===== config.mk =====
export PLATFORM = sky130hd
export DESIGN_NAME = irq_line_pend
export DESIGN_NICKNAME = d
export VERILOG_FILES = /design/src/rtl/irq_pend_pkg.sv /design/src/rtl/irq_line_sync.sv /design/src/rtl/irq_pend_ctrl.sv /design/src/rtl/irq_pend_dp.sv /design/src/rtl/irq_line_pend.sv
export SDC_FILE = /design/constraint.sdc
export NUM_CORES = 1
export LEC_CHECK = 0
export BUFFER_PORTS_ARGS = -buffer_cell sky130_fd_sc_hd__buf_4
export CORE_AREA = 2 2 253 255
export CTS_CLUSTER_SIZE = 24
export DETAILED_ROUTE_END_ITERATION = 10
export DIE_AREA = 0 0 255 257
export PLACE_DENSITY = 0.48
export SYNTH_ARGS = -nofsm -noshare
export SYNTH_HDL_FRONTEND = slang
export SYNTH_SLANG_ARGS = --single-unit
export TNS_END_PERCENT = 30

===== constraint.sdc =====
create_clock -name clk -period 3.3 [get_ports clk]
set_input_delay 0.66 -clock clk [delete_from_list [all_inputs] [get_ports clk]]
set_output_delay 0.66 -clock clk [all_outputs]
set_load 0.02 [all_outputs]

===== src/rtl/irq_pend_pkg.sv =====
package irq_pend_pkg;

  // Depth of the input synchronizer chain.
  localparam int unsigned SYNC_STAGES = 2;

  // Summary strobes passed from the control to the datapath.
  // Any bit set means the arbiter must re-evaluate.
  typedef struct packed {
    logic lineChange;   // at least one stored level flips this cycle
    logic strobeWrite;  // a set or clear mask carries a non-zero value
    logic rependHit;    // a re-pend request passed its qualification
  } pendStrobes_t;

endpackage


===== src/rtl/irq_line_sync.sv =====
module irq_line_sync #(
  parameter int WIDTH  = 64,
  parameter int STAGES = 2
) (
  input  logic             clk,
  input  logic             rst_n,
  input  logic [WIDTH-1:0] lineIn,
  output logic [WIDTH-1:0] lineOut
);

  logic [WIDTH-1:0] stageQ [STAGES];

  always_ff @(posedge clk or negedge rst_n) begin
    if (!rst_n) stageQ[0] <= '0;
    else        stageQ[0] <= lineIn;
  end

  for (genvar s = 1; s < STAGES; s++) begin : g_stage
    always_ff @(posedge clk or negedge rst_n) begin
      if (!rst_n) stageQ[s] <= '0;
      else        stageQ[s] <= stageQ[s-1];
    end
  end

  assign lineOut = stageQ[STAGES-1];

endmodule


===== src/rtl/irq_pend_ctrl.sv =====
module irq_pend_ctrl
  import irq_pend_pkg::*;
#(
  parameter int NUM_LINES = 64,
  parameter int ID_BASE   = 32,
  parameter int NUM_IDS   = ID_BASE + NUM_LINES,
  parameter int ID_W      = $clog2(NUM_IDS)
) (
  input  logic                 clk,
  input  logic                 rst_n,
  input  logic [NUM_LINES-1:0] syncLines,
  input  logic [NUM_IDS-1:0]   levelQ,
  input  logic [NUM_IDS-1:0]   trigEdge,
  input  logic [NUM_IDS-1:0]   enableBits,
  input  logic [NUM_IDS-1:0]   setPendMask,
  input  logic [NUM_IDS-1:0]   clrPendMask,
  input  logic                 rependValid,
  input  logic [ID_W-1:0]      rependId,
  output logic [NUM_IDS-1:0]   riseMask,
  output logic [NUM_IDS-1:0]   fallMask,
  output logic [NUM_IDS-1:0]   pendSet,
  output logic [NUM_IDS-1:0]   pendClr,
  output pendStrobes_t         strobes
);

  logic [NUM_IDS-1:0] lineAtId;
  logic [NUM_IDS-1:0] rependMask;
  logic               rependOk;

  // Place each synchronized line at its ID; internal IDs see a constant low.
  if (ID_BASE > 0) begin : g_offset
    assign lineAtId = {syncLines, {ID_BASE{1'b0}}};
  end else begin : g_direct
    assign lineAtId = syncLines;
  end

  // Act only on a difference against the stored level.
  assign riseMask = lineAtId & ~levelQ;
  assign fallMask = ~lineAtId & levelQ;

  // Re-pend qualification: level mode, enabled, line still high.
  always_comb begin
    rependMask = '0;
    rependOk   = 1'b0;
    if (rependValid && (32'(rependId) < NUM_IDS)) begin
      if (!trigEdge[rependId] && enableBits[rependId] && levelQ[rependId]) begin
        rependOk             = 1'b1;
        rependMask[rependId] = 1'b1;
      end
    end
  end

  // A rise pends if edge mode, or if enabled in level mode.
  assign pendSet = (riseMask & (trigEdge | enableBits)) | setPendMask | rependMask;
  // Set sources override the clear mask.
  assign pendClr = clrPendMask & ~pendSet;

  assign strobes.lineChange  = |(riseMask | fallMask);
  assign strobes.strobeWrite = (|setPendMask) | (|clrPendMask);
  assign strobes.rependHit   = rependOk;

  // an accepted re-pend names an enabled level-mode ID whose level is high
  p_repend_qualified_r9: assert property (@(posedge clk) disable iff (!rst_n)
    strobes.rependHit |-> (rependValid && (32'(rependId) < NUM_IDS)
                           && enableBits[rependId] && !trigEdge[rependId]
                           && levelQ[rependId]));

endmodule


===== src/rtl/irq_pend_dp.sv =====
module irq_pend_dp
  import irq_pend_pkg::*;
#(
  parameter int NUM_IDS = 96
) (
  input  logic               clk,
  input  logic               rst_n,
  input  logic [NUM_IDS-1:0] riseMask,
  input  logic [NUM_IDS-1:0] fallMask,
  input  logic [NUM_IDS-1:0] pendSet,
  input  logic [NUM_IDS-1:0] pendClr,
  input  pendStrobes_t       strobes,
  output logic [NUM_IDS-1:0] levelQ,
  output logic [NUM_IDS-1:0] pendQ,
  output logic               updatePulse
);

  always_ff @(posedge clk or negedge rst_n) begin
    if (!rst_n) begin
      levelQ      <= '0;
      pendQ       <= '0;
      updatePulse <= 1'b0;
    end else begin
      levelQ      <= (levelQ | riseMask) & ~fallMask;
      pendQ       <= (pendQ & ~pendClr) | pendSet;
      updatePulse <= |strobes;
    end
  end

  // every bit named by a set source is pending in the next cycle
  p_set_wins_r8: assert property (@(posedge clk) disable iff (!rst_n)
    (|pendSet) |=> ((pendQ & $past(pendSet)) == $past(pendSet)));

  // a falling line that was pending stays pending unless explicitly cleared
  p_fall_keeps_pend_r6: assert property (@(posedge clk) disable iff (!rst_n)
    (|(fallMask & pendQ & ~pendClr))
      |=> ((pendQ & $past(fallMask & pendQ & ~pendClr))
           == $past(fallMask & pendQ & ~pendClr)));

endmodule


===== src/rtl/irq_line_pend.sv =====
module irq_line_pend
  import irq_pend_pkg::*;
#(
  parameter  int NUM_LINES = 64,
  parameter  int ID_BASE   = 32,
  localparam int NUM_IDS   = ID_BASE + NUM_LINES,
  localparam int ID_W      = $clog2(NUM_IDS)
) (
  input  logic                 clk,
  input  logic                 rst_n,
  input  logic [NUM_LINES-1:0] irqLines,
  input  logic [NUM_IDS-1:0]   trigEdge,
  input  logic [NUM_IDS-1:0]   enableBits,
  input  logic [NUM_IDS-1:0]   setPendMask,
  input  logic [NUM_IDS-1:0]   clrPendMask,
  input  logic                 rependValid,
  input  logic [ID_W-1:0]      rependId,
  output logic [NUM_IDS-1:0]   levelMap,
  output logic [NUM_IDS-1:0]   pendMap,
  output logic                 updatePulse
);

  logic [NUM_LINES-1:0] syncLines;
  logic [NUM_IDS-1:0]   riseMask;
  logic [NUM_IDS-1:0]   fallMask;
  logic [NUM_IDS-1:0]   pendSet;
  logic [NUM_IDS-1:0]   pendClr;
  pendStrobes_t         strobes;

  irq_line_sync #(
    .WIDTH  (NUM_LINES),
    .STAGES (SYNC_STAGES)
  ) u_sync (
    .clk     (clk),
    .rst_n   (rst_n),
    .lineIn  (irqLines),
    .lineOut (syncLines)
  );

  irq_pend_ctrl #(
    .NUM_LINES (NUM_LINES),
    .ID_BASE   (ID_BASE),
    .NUM_IDS   (NUM_IDS),
    .ID_W      (ID_W)
  ) u_ctrl (
    .clk         (clk),
    .rst_n       (rst_n),
    .syncLines   (syncLines),
    .levelQ      (levelMap),
    .trigEdge    (trigEdge),
    .enableBits  (enableBits),
    .setPendMask (setPendMask),
    .clrPendMask (clrPendMask),
    .rependValid (rependValid),
    .rependId    (rependId),
    .riseMask    (riseMask),
    .fallMask    (fallMask),
    .pendSet     (pendSet),
    .pendClr     (pendClr),
    .strobes     (strobes)
  );

  irq_pend_dp #(
    .NUM_IDS (NUM_IDS)
  ) u_dp (
    .clk         (clk),
    .rst_n       (rst_n),
    .riseMask    (riseMask),
    .fallMask    (fallMask),
    .pendSet     (pendSet),
    .pendClr     (pendClr),
    .strobes     (strobes),
    .levelQ      (levelMap),
    .pendQ       (pendMap),
    .updatePulse (updatePulse)
  );

  // the stored levels follow the synchronized lines one edge later
  p_level_tracks_r3: assert property (@(posedge clk) disable iff (!rst_n)
    1'b1 |=> (levelMap[NUM_IDS-1:ID_BASE] == $past(syncLines)));

  // a quiet cycle produces no update and leaves the pending map alone
  p_quiet_no_update_r4: assert property (@(posedge clk) disable iff (!rst_n)
    ((syncLines == levelMap[NUM_IDS-1:ID_BASE]) && (setPendMask == '0)
      && (clrPendMask == '0) && !rependValid)
      |=> (!updatePulse && $stable(pendMap)));

  if (ID_BASE > 0) begin : g_low_chk
    // internal IDs never show a line level
    p_low_ids_zero_r2: assert property (@(posedge clk) disable iff (!rst_n)
      levelMap[ID_BASE-1:0] == '0);
  end

endmodule


==> results of run 1 <==
## worst paths after layout
path | start | to | depth (start not counted)
max in group asynchronous | rst_n | u_dp.pendQ[46] | 2
min in group clk | irqLines[63] | u_sync.stageQ[127] | 1
min reg2reg | u_sync.stageQ[84] | u_sync.lineOut[20] | 0
min | rst_n | u_sync.lineOut[50] | 1
max reg2reg | u_dp.levelQ[38] | u_dp.updatePulse | 7
max | rependId[2] | u_dp.pendQ[52] | 12
## cells in the mapped netlist (3+ instances only)
cell type                   number  area, um^2
sky130_fd_sc_hd__a311oi_1        4       35.03
sky130_fd_sc_hd__nor3_1         41       205.2
sky130_fd_sc_hd__buf_6           3       33.78
sky130_fd_sc_hd__nor4_1         68       425.4
sky130_fd_sc_hd__mux2i_1        71       710.7
sky130_fd_sc_hd__mux4_2          3       67.56
sky130_fd_sc_hd__a221o_1         7       70.07
sky130_fd_sc_hd__nand4_1        22       137.6
sky130_fd_sc_hd__o22ai_1        26       162.7
sky130_fd_sc_hd__mux2_2         13       146.4
sky130_fd_sc_hd__o2bb2ai_1       4       35.03
sky130_fd_sc_hd__dfrtp_1       289        7232
sky130_fd_sc_hd__o21ai_0        57       285.3
sky130_fd_sc_hd__a21o_1         33       247.7
sky130_fd_sc_hd__o211ai_1       27       202.7
sky130_fd_sc_hd__o21a_1         43       322.8
sky130_fd_sc_hd__nor2_1         90       337.8
sky130_fd_sc_hd__nand3_1        35       175.2
sky130_fd_sc_hd__buf_2           9       45.04
sky130_fd_sc_hd__inv_1         189       709.4
sky130_fd_sc_hd__nand3b_1        7       52.55
sky130_fd_sc_hd__a221oi_1       11       96.34
sky130_fd_sc_hd__ha_1          192        2402
sky130_fd_sc_hd__a21oi_1        35       175.2
sky130_fd_sc_hd__nand2_1        25       93.84
sky130_fd_sc_hd__buf_1           3       11.26
sky130_fd_sc_hd__o21ai_1        21       105.1
sky130_fd_sc_hd__buf_12          3       60.06
sky130_fd_sc_hd__nor2b_1        44       275.3
sky130_fd_sc_hd__o221ai_1        5       43.79
sky130_fd_sc_hd__a22oi_1        11       82.58
sky130_fd_sc_hd__clkbuf_1       15       56.30
sky130_fd_sc_hd__buf_4          41       307.8
sky130_fd_sc_hd__mux2_1          3       33.78
## metal layers
layer | part of all wire [%] | vias to the layer above
met4 | 1.9 | 8
met3 | 6.7 | 91
met1 | 42 | 7240
met5 | 0.060 | -
met2 | 50 | 550
li1 | - | 6523
## state kept, by name, summed over array words and instances, names as in the netlist
name and count:
u_dp.pendQ 96, u_dp.levelQ 64, u_dp.updatePulse 1, u_sync.stageQ 64, u_sync.lineOut 64
## power groups by stage
stage / clock network (mW) / registers (mW) / logic [mW]
after floorplan: 0 / 4.33 / 0.875
after global placement: 0 / 4.20 / 2.62
after detailed placement: 0 / 4.19 / 2.64
after CTS: 4.43 / 4.13 / 2.65
after global routing: 4.59 / 4.17 / 2.83
final: 4.33 / 4.13 / 2.62
## worst reg2reg max path: stages (launching register included)
cell	delay [ns]
sky130_fd_sc_hd__dfrtp_1	0.56
sky130_fd_sc_hd__inv_1	0.12
sky130_fd_sc_hd__ha_1	0.32
sky130_fd_sc_hd__nor4_1	0.51
sky130_fd_sc_hd__nand4_1	0.35
sky130_fd_sc_hd__nor4_1	0.36
sky130_fd_sc_hd__nand4_1	0.16
sky130_fd_sc_hd__a41o_1	0.23
## metrics by stage
| step | util (%) | area [um^2] |
|---|---|---|
| 6_report | 36.69 | 23020 |
| 5_1_grt | 36.68 | 23010 |
| 4_1_cts | 36.67 | 23010 |
| 3_5_place_dp | 34.61 | 21710 |
| 3_3_place_gp | 34.61 | 21710 |
| 2_1_floorplan | - | 15920 |
## layout make-up
type                    count  area, um^2
inverters                 191       716.9
multi-input cells         969        7448
clock buffers              53        1107
repair buffers            689        5259
fillers                  6401       39720
diodes                      4       10.01
flip-flops and latches    289        7232
well taps                 846        1059
clock inverters            17       183.9
## cell families after synthesis
group | Yosys count
compound gates | 305
fa+ha+maj | 192
buf+inv | 267
flops | 289
mux | 91
other cells | 1
simple gates | 349
==> results by group, run 1 <==
Finish
  – Leading cell types in the layout, fill and taps excluded: 681 x sky130_fd_sc_hd__buf_4, 289 x sky130_fd_sc_hd__dfrtp_1, 192 x sky130_fd_sc_hd__ha_1, 189 x sky130_fd_sc_hd__inv_1, 90 x sky130_fd_sc_hd__nor2_1
  – Layout cells sized above 1: 35.60%
  – Post-route insts no fill: 3058
  – Net count, final: 2828
  – Leading cell type in the layout, fill and taps excluded: sky130_fd_sc_hd__buf_4
  – Area growth syn-to-layout: 45.60%

Timing
  – Part of the cycle the worst path needs: 87.31%
  – Worst Slack Setup Final: 0.4188 ns
  – Number of failing setup endpoints in the final timing report: 0
  – Final critical path time including I/O delays and setup: 2.881 ns
  – Slew @ Worst Pin: 0.8441 ns
  – Final setup skew: 0.01463 ns
  – Final Hold Fails: 0
  – Rel. slew slack: 43.52%
  – RSZ-0062 raised after global routing: false
  – Fmax: 0.3471 GHz
  – Aggregate negative setup slack: 0 ns
  – Worst Hold Slack: 0.04987 ns
  – Max-slew violation count: 0

Pwr
  – Fraction of power spent switching nets: 31.91%
  – Share of power burned in the clock network: 39.1%
  – Register share of total power: 37.3%
  – Post-layout power: 11.08 mW
  – Internal power of the cells: 7.543 mW
  – Peak ir drop on the vdd network: 0.3075 mV
  – Logic gate share of total power: 23.6%
  – Total power density per cell area: 481.3 nW/um^2
  – Static leakage: 11.43 nW
  – Net load switching power: 3.535 mW

Global routing
  – GR Util met1: 31.80%
  – Grt met3 use: 5.816%
  – GRT Max-Usage Layer: met2
  – Leftover overflow at the end of global routing: 0
  – Via count of the first global-routing pass: 15500
  – Largest net degree at the start of global routing: 81
  – First-pass GRT wire length: 116100 um
  – Global-route usage over all layers: 25.26%
  – Antenna violations before repair: 9
  – Met2 demand-to-capacity share in global routing: 43.77%

Floorplanning
  – Starting utilization of the core area: 25.20%
  – I/O Pins: 651
  – Overall die area: 65540 um^2
  – Die Span Y: 257 um
  – Total core area: 62740 um^2
  – Placement Rows: 92
  – Die Width: 255 um

Synth
  – Combinational family with the most area after synthesis: adder cells
  – Synth Area per Inst: 10.58 um^2
  – Share of async-settable or async-resettable flops after synthesis: 100.0%
  – Area of the mapped netlist: 15810 um^2
  – Warnings from Yosys: 0
  – Flip-flop and latch count after synthesis: 289
  – Number of distinct library cells after synthesis: 69
  – Fraction of the yosys area taken by sequential cells: 45.75%
  – XOR/XNOR Fraction of Synth Area: 0%
  – Top_reg_cell synth: sky130_fd_sc_hd__dfrtp_1
  – Number of cells produced by synthesis: 1494
  – Multiplexer share of the synthesized area: 6.158%
  – Post-synthesis adder-cell area fraction: 15.20%
  – Share of the synthesized area in compound gates (AO/OA/AOI/OAI): 13.16%
  – Post-Synth Simple-Gate Area: 11.73%
  – Number of enable-type register cells in the synthesized netlist: 0

Routing
  – Length of the first detailed-routing pass in iterations: 5
  – Vias/cell: 4.713
  – Final wirelength: 84430 um
  – Violation count after the first detailed-routing iteration: 977
  – Number of nets with antenna violations after detailed routing: 0
  – Wire per inst: 27.61 um
  – DRC violation count after routing: 0
  – Via count: 14410

Job
  – Maximum Capacitance Violations: 0

Clock network
  – TritonCTS clock tree: done
  – Cell at the root of the clock tree: sky130_fd_sc_hd__clkbuf_16
  – Clock insertion delay at the later pin of the skew report: 0.56 ns
  – Post-CTS Hold Fix Bufs: 0
  – Clock Sinks: 289
  – Clock transition at the register clock pins on the worst setup and hold paths after CTS: 0.06 ns
  – TritonCTS Buffers: 38
  – Level count of the clock H-tree: 2
  – Longest Clk Path Bufs: 3
  – Post-CTS setup repair buffer count: 0
  – Post-cts resize count: 0

Setup path
  – Required arrival time at the worst endpoint: 3.76 ns
  – Buffers plus inverters on the worst setup path: 5
  – Largest incremental delay on the critical path: 0.33 ns
  – Setup Crit Path Kind: primary input to flip-flop
  – Critical path's most frequent cell: sky130_fd_sc_hd__buf_4
  – Startpoint types: primary input
  – Critical-path cell with the highest stage delay: sky130_fd_sc_hd__o21ai_0
  – Chain of cells forming the critical path: buf_4, or2_2, buf_12, o22ai_1, o21ai_0, buf_4, nand4_1, a21oi_1, buf_4, o311ai_4, buf_12, o21ai_0
  – CP top delay family: compound AO/OA/AOI/OAI gates
  – Biggest fanout along the worst timing path: 26
  – CP Data Arrival Time: 3.34 ns
  – R2R setup slack: 0.59 ns
  – CP Capture Type: flip-flop

Worst hold path
  – Hold/Removal Path Class: primary input to asynchronous set/reset pin

Place
  – HPWL after DPL: 72140 um
  – Total placed cells including tap cells: 2984
  – Worst slack at placement: -0.09233 ns
  – Port buffer count: 618
  – Weighted congestion reported at the end of routability-driven placement: 0.9632

Outcome
  – Status: complete, no violations
No activity file was read; power rests on OpenSTA's default activity.
==> run 2: changes to the inputs <==
Settings changed: REMOVE_ABC_BUFFERS from default to 1.
==> results by group, run 2 (synthesis gave the netlist of run 1 again) <==
Outcome
  – Status: complete, no violations (unchanged)

Setup path
  – Biggest fanout along the worst timing path: 23 (was 26)
  – CP Data Arrival Time: 3.31 ns (was 3.34 ns)
  – R2R setup slack: 0.51 ns (was 0.59 ns)
  – Setup Crit Path Kind: primary input to flip-flop (unchanged)
  – CP Capture Type: flip-flop (unchanged)
  – Required arrival time at the worst endpoint: 3.77 ns (was 3.76 ns)
  – Startpoint types: primary input (unchanged)

Floorplanning
  – Die Width: 255 um (unchanged)
  – Die Span Y: 257 um (unchanged)
  – Overall die area: 65540 um^2 (unchanged)
  – Total core area: 62740 um^2 (unchanged)
  – Placement Rows: 92 (unchanged)
  – Starting utilization of the core area: 25.20% (unchanged)
  – I/O Pins: 651 (unchanged)

Global routing
  – Global-route usage over all layers: 24.69% (was 25.26%)
  – Via count of the first global-routing pass: 15550 (was 15500)
  – Antenna violations before repair: 15 (was 9)
  – Largest net degree at the start of global routing: 68 (was 81)
  – Leftover overflow at the end of global routing: 0 (unchanged)
  – First-pass GRT wire length: 113800 um (was 116100 um)

Job
  – Maximum Capacitance Violations: 0 (unchanged)

Place
  – Weighted congestion reported at the end of routability-driven placement: 0.9038 (was 0.9632)
  – Port buffer count: 618 (unchanged)
  – HPWL after DPL: 70370 um (was 72140 um)
  – Worst slack at placement: -0.08085 ns (was -0.09233 ns)
  – Total placed cells including tap cells: 2995 (was 2984)
  – Placed Instance Area: 21840 um^2 (was 21710 um^2)

Finish
  – Leading cell type in the layout, fill and taps excluded: sky130_fd_sc_hd__buf_4 (unchanged)
  – Storage element area: 7232 um^2 (unchanged)
  – Layout cells sized above 1: 35.92% (was 35.60%)
  – Post-route cell area: 23220 um^2 (was 23020 um^2)
  – Fill cell instance count of the final layout: 6348 (was 6401)
  – Net count, final: 2840 (was 2828)
  – Max reg flops: 96 (unchanged)
  – Area of the multi-input gates: 7451 um^2 (was 7448 um^2)
  – Fraction of the core area covered by cells at the end of the flow: 37.01% (was 36.69%)
  – Post-route insts no fill: 3067 (was 3058)
  – Biggest register: u_dp.pendQ (unchanged)
  – Area growth syn-to-layout: 46.89% (was 45.60%)
  – Leading cell types in the layout, fill and taps excluded: 689 x sky130_fd_sc_hd__buf_4, 289 x sky130_fd_sc_hd__dfrtp_1, 192 x sky130_fd_sc_hd__ha_1, 189 x sky130_fd_sc_hd__inv_1, 89 x sky130_fd_sc_hd__nor2_1 (was 681 x sky130_fd_sc_hd__buf_4, 289 x sky130_fd_sc_hd__dfrtp_1, 192 x sky130_fd_sc_hd__ha_1, 189 x sky130_fd_sc_hd__inv_1, 90 x sky130_fd_sc_hd__nor2_1)

Clock network
  – Clock transition at the register clock pins on the worst setup and hold paths after CTS: 0.06 ns (about the same)
  – TritonCTS clock tree: done (unchanged)
  – Clock insertion delay at the later pin of the skew report: 0.56 ns (about the same)
  – TritonCTS Buffers: 39 (was 38)
  – Longest Clk Path Bufs: 3 (unchanged)
  – Level count of the clock H-tree: 2 (unchanged)
  – Post-CTS Hold Fix Bufs: 0 (unchanged)
  – Clock Sinks: 289 (unchanged)
  – Post-CTS setup repair buffer count: 0 (unchanged)
  – Post-cts resize count: 0 (unchanged)
  – Cell at the root of the clock tree: sky130_fd_sc_hd__clkbuf_16 (unchanged)

Routing
  – Via count: 14530 (was 14410)
  – Vias/cell: 4.736 (was 4.713)
  – Number of nets with antenna violations after detailed routing: 0 (unchanged)
  – Wire per inst: 26.84 um (was 27.61 um)
  – DRC violation count after routing: 0 (unchanged)
  – Violation count after the first detailed-routing iteration: 1037 (was 977)
  – Length of the first detailed-routing pass in iterations: 7 (was 5)
  – Final wirelength: 82330 um (was 84430 um)

Pwr
  – Static leakage: 11.53 nW (was 11.43 nW)
  – Logic gate share of total power: 23.4% (was 23.6%)
  – Register share of total power: 36.6% (was 37.3%)
  – Net load switching power: 3.503 mW (was 3.535 mW)
  – Internal power of the cells: 7.784 mW (was 7.543 mW)
  – Peak ir drop on the vdd network: 0.4035 mV (was 0.3075 mV)
  – Total power density per cell area: 486.1 nW/um^2 (was 481.3 nW/um^2)
  – Post-layout power: 11.29 mW (was 11.08 mW)
  – Fraction of power spent switching nets: 31.03% (was 31.91%)
  – Share of power burned in the clock network: 39.9% (was 39.1%)

Worst hold path
  – Hold/Removal Path Class: primary input to asynchronous set/reset pin (unchanged)

Timing
  – Fmax: 0.3522 GHz (was 0.3471 GHz)
  – RSZ-0062 raised after global routing: false (unchanged)
  – Final Hold Fails: 0 (unchanged)
  – Worst Slack Setup Final: 0.4607 ns (was 0.4188 ns)
  – Rel. slew slack: 40.81% (was 43.52%)
  – Part of the cycle the worst path needs: 86.04% (was 87.31%)
  – Worst Hold Slack: 0.06195 ns (was 0.04987 ns)
  – Number of failing setup endpoints in the final timing report: 0 (unchanged)
  – Final critical path time including I/O delays and setup: 2.839 ns (was 2.881 ns)
  – Final setup skew: 0.01838 ns (was 0.01463 ns)
  – Aggregate negative setup slack: 0 ns (unchanged)
  – Slew @ Worst Pin: 0.8797 ns (was 0.8441 ns)
  – Max-slew violation count: 0 (unchanged)
==> run 2: worst paths after layout <==
path                              startpoint  cells after the start           endpoint
setup / recovery                 rependId[1]                     12     u_dp.pendQ[36]
hold / removal                         rst_n                      1     u_dp.pendQ[37]
setup reg to reg             u_dp.levelQ[59]                      8   u_dp.updatePulse
hold reg to reg            u_sync.stageQ[70]                      0  u_sync.lineOut[6]
max in group asynchronous              rst_n                      3      u_dp.pendQ[0]
min in group clk                 irqLines[5]                      1  u_sync.stageQ[69]
==> run 2: cell type report <==
type | count | area share (%)
multi-input cells | 969 | 32.09
flip-flops and latches | 289 | 31.15
repair buffers | 700 | 23.17
clock buffers | 58 | 5.119
well taps | 846 | 4.559
inverters | 191 | 3.088
clock inverters | 12 | 0.8137
diodes | 2 | 0.02155
==> run 2: critical path: stages <==
cell and delay (ns):
sky130_fd_sc_hd__buf_4 0.19, sky130_fd_sc_hd__nand2b_1 0.42, sky130_fd_sc_hd__buf_4 0.23, sky130_fd_sc_hd__buf_4 0.20, sky130_fd_sc_hd__o22ai_1 0.08, sky130_fd_sc_hd__o21ai_0 0.39
sky130_fd_sc_hd__a41oi_1 0.17, sky130_fd_sc_hd__a21oi_1 0.21, sky130_fd_sc_hd__buf_4 0.17, sky130_fd_sc_hd__o311ai_4 0.15, sky130_fd_sc_hd__buf_12 0.21, sky130_fd_sc_hd__o21ai_0 0.19
==> run 2: power groups by stage <==
stage | clock, mW | sequential, mW | combinational, mW
floorplan | 0 | 4.33 | 0.777
global placement | 0 | 4.19 | 2.65
detailed placement | 0 | 4.19 | 2.67
CTS | 4.64 | 4.14 | 2.68
global route | 4.80 | 4.17 | 2.86
finish | 4.51 | 4.14 | 2.65
==> run 2: routing by layer <==
metal | wire, um | vias up | GRT usage (%) | share of wire [%]
met4 | 1843 | 18 | 6.352 | 2.2
met5 | 118 | - | 0 | 0.14
met3 | 6293 | 107 | 6.008 | 7.6
met1 | 34830 | 7224 | 31.91 | 42
li1 | - | 6550 | - | -
met2 | 39240 | 627 | 41.09 | 48
==> run 3: changes to the inputs <==
Settings changed: CORE_AREA 2 2 253 255 to 2 2 255 257, DIE_AREA 0 0 255 257 to 0 0 257 259, MAX_ROUTING_LAYER from default to met4.
==> results by group, run 3 (synthesis gave the netlist of run 1 again) <==
Global routing
  – Global-route usage over all layers: 25.09% (was 24.69%)
  – Leftover overflow at the end of global routing: 0 (unchanged)
  – First-pass GRT wire length: 115200 um (was 113800 um)
  – Antenna violations before repair: 20 (was 15)
  – Largest net degree at the start of global routing: 113 (was 68)
  – Via count of the first global-routing pass: 15530 (was 15550)

Worst hold path
  – Min-Delay Endpoint: u_sync.stageQ[96]
  – Hold/Removal Path Class: primary input to flip-flop (was primary input to asynchronous set/reset pin)
  – Worst hold path depth: 1
  – Launch point of the worst hold path: irqLines[32]

Finish
  – Area of the multi-input gates: 7448 um^2 (was 7451 um^2)
  – Biggest register: u_dp.pendQ (unchanged)
  – Storage element area: 7232 um^2 (unchanged)
  – Area growth syn-to-layout: 45.88% (was 46.89%)
  – Leading cell types in the layout, fill and taps excluded: 677 x sky130_fd_sc_hd__buf_4, 289 x sky130_fd_sc_hd__dfrtp_1, 192 x sky130_fd_sc_hd__ha_1, 189 x sky130_fd_sc_hd__inv_1, 90 x sky130_fd_sc_hd__nor2_1 (was 689 x sky130_fd_sc_hd__buf_4, 289 x sky130_fd_sc_hd__dfrtp_1, 192 x sky130_fd_sc_hd__ha_1, 189 x sky130_fd_sc_hd__inv_1, 89 x sky130_fd_sc_hd__nor2_1)
  – Net count, final: 2827 (was 2840)
  – Leading cell type in the layout, fill and taps excluded: sky130_fd_sc_hd__buf_4 (unchanged)
  – Max reg flops: 96 (unchanged)
  – Post-route insts no fill: 3076 (was 3067)
  – Fill cell instance count of the final layout: 6510 (was 6348)
  – Layout cells sized above 1: 35.41% (was 35.92%)

Job
  – Maximum Capacitance Violations: 0 (unchanged)

Timing
  – Fmax: 0.3096 GHz (was 0.3522 GHz)
  – Slew @ Worst Pin: 0.9010 ns (was 0.8797 ns)
  – RSZ-0062 raised after global routing: false (unchanged)
  – Final setup skew: 0.01407 ns (was 0.01838 ns)
  – Part of the cycle the worst path needs: 97.88% (was 86.04%)
  – Rel. slew slack: 39.38% (was 40.81%)
  – Worst Slack Setup Final: 0.06996 ns (was 0.4607 ns)
  – Final Hold Fails: 0 (unchanged)
  – Aggregate negative setup slack: 0 ns (unchanged)
  – Final critical path time including I/O delays and setup: 3.230 ns (was 2.839 ns)
  – Number of failing setup endpoints in the final timing report: 0 (unchanged)
  – Max-slew violation count: 0 (unchanged)

Routing
  – Final wirelength: 83100 um (was 82330 um)
  – DRC violation count after routing: 0 (unchanged)
  – Number of nets with antenna violations after detailed routing: 0 (unchanged)
  – Wire per inst: 27.02 um (was 26.84 um)
  – Length of the first detailed-routing pass in iterations: 5 (was 7)
  – Vias/cell: 4.713 (was 4.736)
  – Via count: 14500 (was 14530)
  – Violation count after the first detailed-routing iteration: 801 (was 1037)

Setup path
  – Largest incremental delay on the critical path: 0.46 ns (was 0.42 ns)
  – CP top delay family: compound AO/OA/AOI/OAI gates (unchanged)
  – Chain of cells forming the critical path: buf_6, buf_12, mux2i_1, o22ai_1, o21ai_0, a41oi_1, a21oi_1, o311ai_4, buf_4, o21ai_0 (was buf_4, nand2b_1, buf_4, buf_4, o22ai_1, o21ai_0, a41oi_1, a21oi_1, buf_4, o311ai_4, buf_12, o21ai_0)
  – Setup Crit Path Kind: primary input to flip-flop (unchanged)
  – CP Data Arrival Time: 3.68 ns (was 3.31 ns)
  – Biggest fanout along the worst timing path: 27 (was 23)
  – R2R setup slack: 0.37 ns (was 0.51 ns)
  – Buffers plus inverters on the worst setup path: 3 (was 5)
  – Critical path's most frequent cell: sky130_fd_sc_hd__o21ai_0 (was sky130_fd_sc_hd__buf_4)
  – Depth of the worst register-to-register path: 8 (unchanged)
  – Critical register-to-register path endpoint: u_dp.pendQ[52] (was u_dp.updatePulse)
  – Startpoint of the worst register-to-register path: u_dp.levelQ[39] (was u_dp.levelQ[59])
  – Critical-path cell with the highest stage delay: sky130_fd_sc_hd__o21ai_0 (was sky130_fd_sc_hd__nand2b_1)
  – Required arrival time at the worst endpoint: 3.75 ns (was 3.77 ns)
  – Startpoint types: primary input (unchanged)
  – CP Capture Type: flip-flop (unchanged)

Floorplanning
  – Die Span Y: 259 um (was 257 um)
  – Starting utilization of the core area: 24.74% (was 25.20%)
  – Total core area: 63880 um^2 (was 62740 um^2)
  – Overall die area: 66560 um^2 (was 65540 um^2)
  – I/O Pins: 651 (unchanged)
  – Die Width: 257 um (was 255 um)
  – Placement Rows: 93 (was 92)

Clock network
  – Level count of the clock H-tree: 2 (unchanged)
  – Post-CTS setup repair buffer count: 0 (unchanged)
  – Clock insertion delay at the later pin of the skew report: 0.55 ns (was 0.56 ns)
  – Longest Clk Path Bufs: 3 (unchanged)
  – TritonCTS Buffers: 38 (was 39)
  – TritonCTS clock tree: done (unchanged)
  – Cell at the root of the clock tree: sky130_fd_sc_hd__clkbuf_16 (unchanged)
  – Clock Sinks: 289 (unchanged)
  – Clock transition at the register clock pins on the worst setup and hold paths after CTS: 0.06 ns (about the same)

Pwr
  – Total power density per cell area: 479.8 nW/um^2 (was 486.1 nW/um^2)
  – Peak ir drop on the vdd network: 0.3408 mV (was 0.4035 mV)
  – Static leakage: 11.42 nW (was 11.53 nW)

Place
  – HPWL after DPL: 70150 um (was 70370 um)
  – Port buffer count: 618 (unchanged)
  – Weighted congestion reported at the end of routability-driven placement: 0.9322 (was 0.9038)
  – Total placed cells including tap cells: 2991 (was 2995)
  – Worst slack at placement: -0.4259 ns (was -0.08085 ns)

Outcome
  – Status: complete, no violations (unchanged)
## run 3: changes by cell type in the layout (fill, tap and decap cells not counted), sizes merged
| cell | before | now |
|---|---|---|
| inv | 191 | 190 |
| clkinv | 5 | 11 |
| clkinvlp | 3 | 2 |
| dlygate4sd3 | 0 | 1 |
| buf | 700 | 687 |
| diode | 2 | 18 |
| clkbuf | 58 | 50 |
## run 3: layout make-up
type / instances / share of cell area, %
multi-input cells: 969 / 32.30
flip-flops and latches: 289 / 31.36
repair buffers: 688 / 22.89
clock buffers: 50 / 4.671
well taps: 855 / 4.639
inverters: 191 / 3.109
clock inverters: 16 / 0.8355
diodes: 18 / 0.1953
## run 3: worst reg2reg max path, delay by kind of cell, from the launching register on
family          cells  cell delay, ns
compound gates      5            1.45
mux                 1            0.46
flops               1            0.44
buf+inv             1            0.35
simple gates        1            0.11
## run 3: worst max-delay path by stage
stage                 from             end  cells past startpoint
2_1_floorplan  rependId[1]  u_dp.pendQ[32]                      7
3_3_place_gp   rependId[2]  u_dp.pendQ[44]                     10
3_5_place_dp   rependId[0]  u_dp.pendQ[57]                     10
4_1_cts        rependId[0]  u_dp.pendQ[57]                     10
5_1_grt        rependId[2]  u_dp.pendQ[44]                     10
6_report       rependId[0]  u_dp.pendQ[57]                     10
## run 3: repair_timing
action | 4_1_cts | 5_1_grt
gates resized for setup | 0 | 0
setup endpoints to repair | 0 | 5
endpoints found under the hold margin | 1 | 0
hold buffers | 1 | 0
## run 3: power breakdown
part / switching (mW) / leakage, nW / internal [mW]
combinational: 1.50 / 7.56 / 1.12
sequential: 0.304 / 3.23 / 3.83
clock: 1.70 / 0.627 / 2.61
total: 3.50 / 11.4 / 7.56
## run 3: stage by stage
stage / instance area [um^2] / utilization [%] / total power, mW / hold WS (ns)
6_report: 23060 / 36.10 / 11.06 / 0.2163
5_1_grt: 23060 / 36.10 / 11.55 / 0.1811
4_1_cts: 23020 / 36.03 / 11.21 / 0.1713
3_5_place_dp: 21740 / 34.02 / 6.831 / 0.3347
3_3_place_gp: 21740 / 34.02 / 6.814 / 0.3310
2_1_floorplan: 15380 / - / 5.108 / 0.3312
## run 3: layer usage
metal	global-route usage [%]	up-vias	part of all wire, %
met5	-	-	0
met4	7.154	0	2.6
met3	6.112	108	6.6
met2	40.21	579	47
met1	31.44	7261	43
li1	-	6550	-
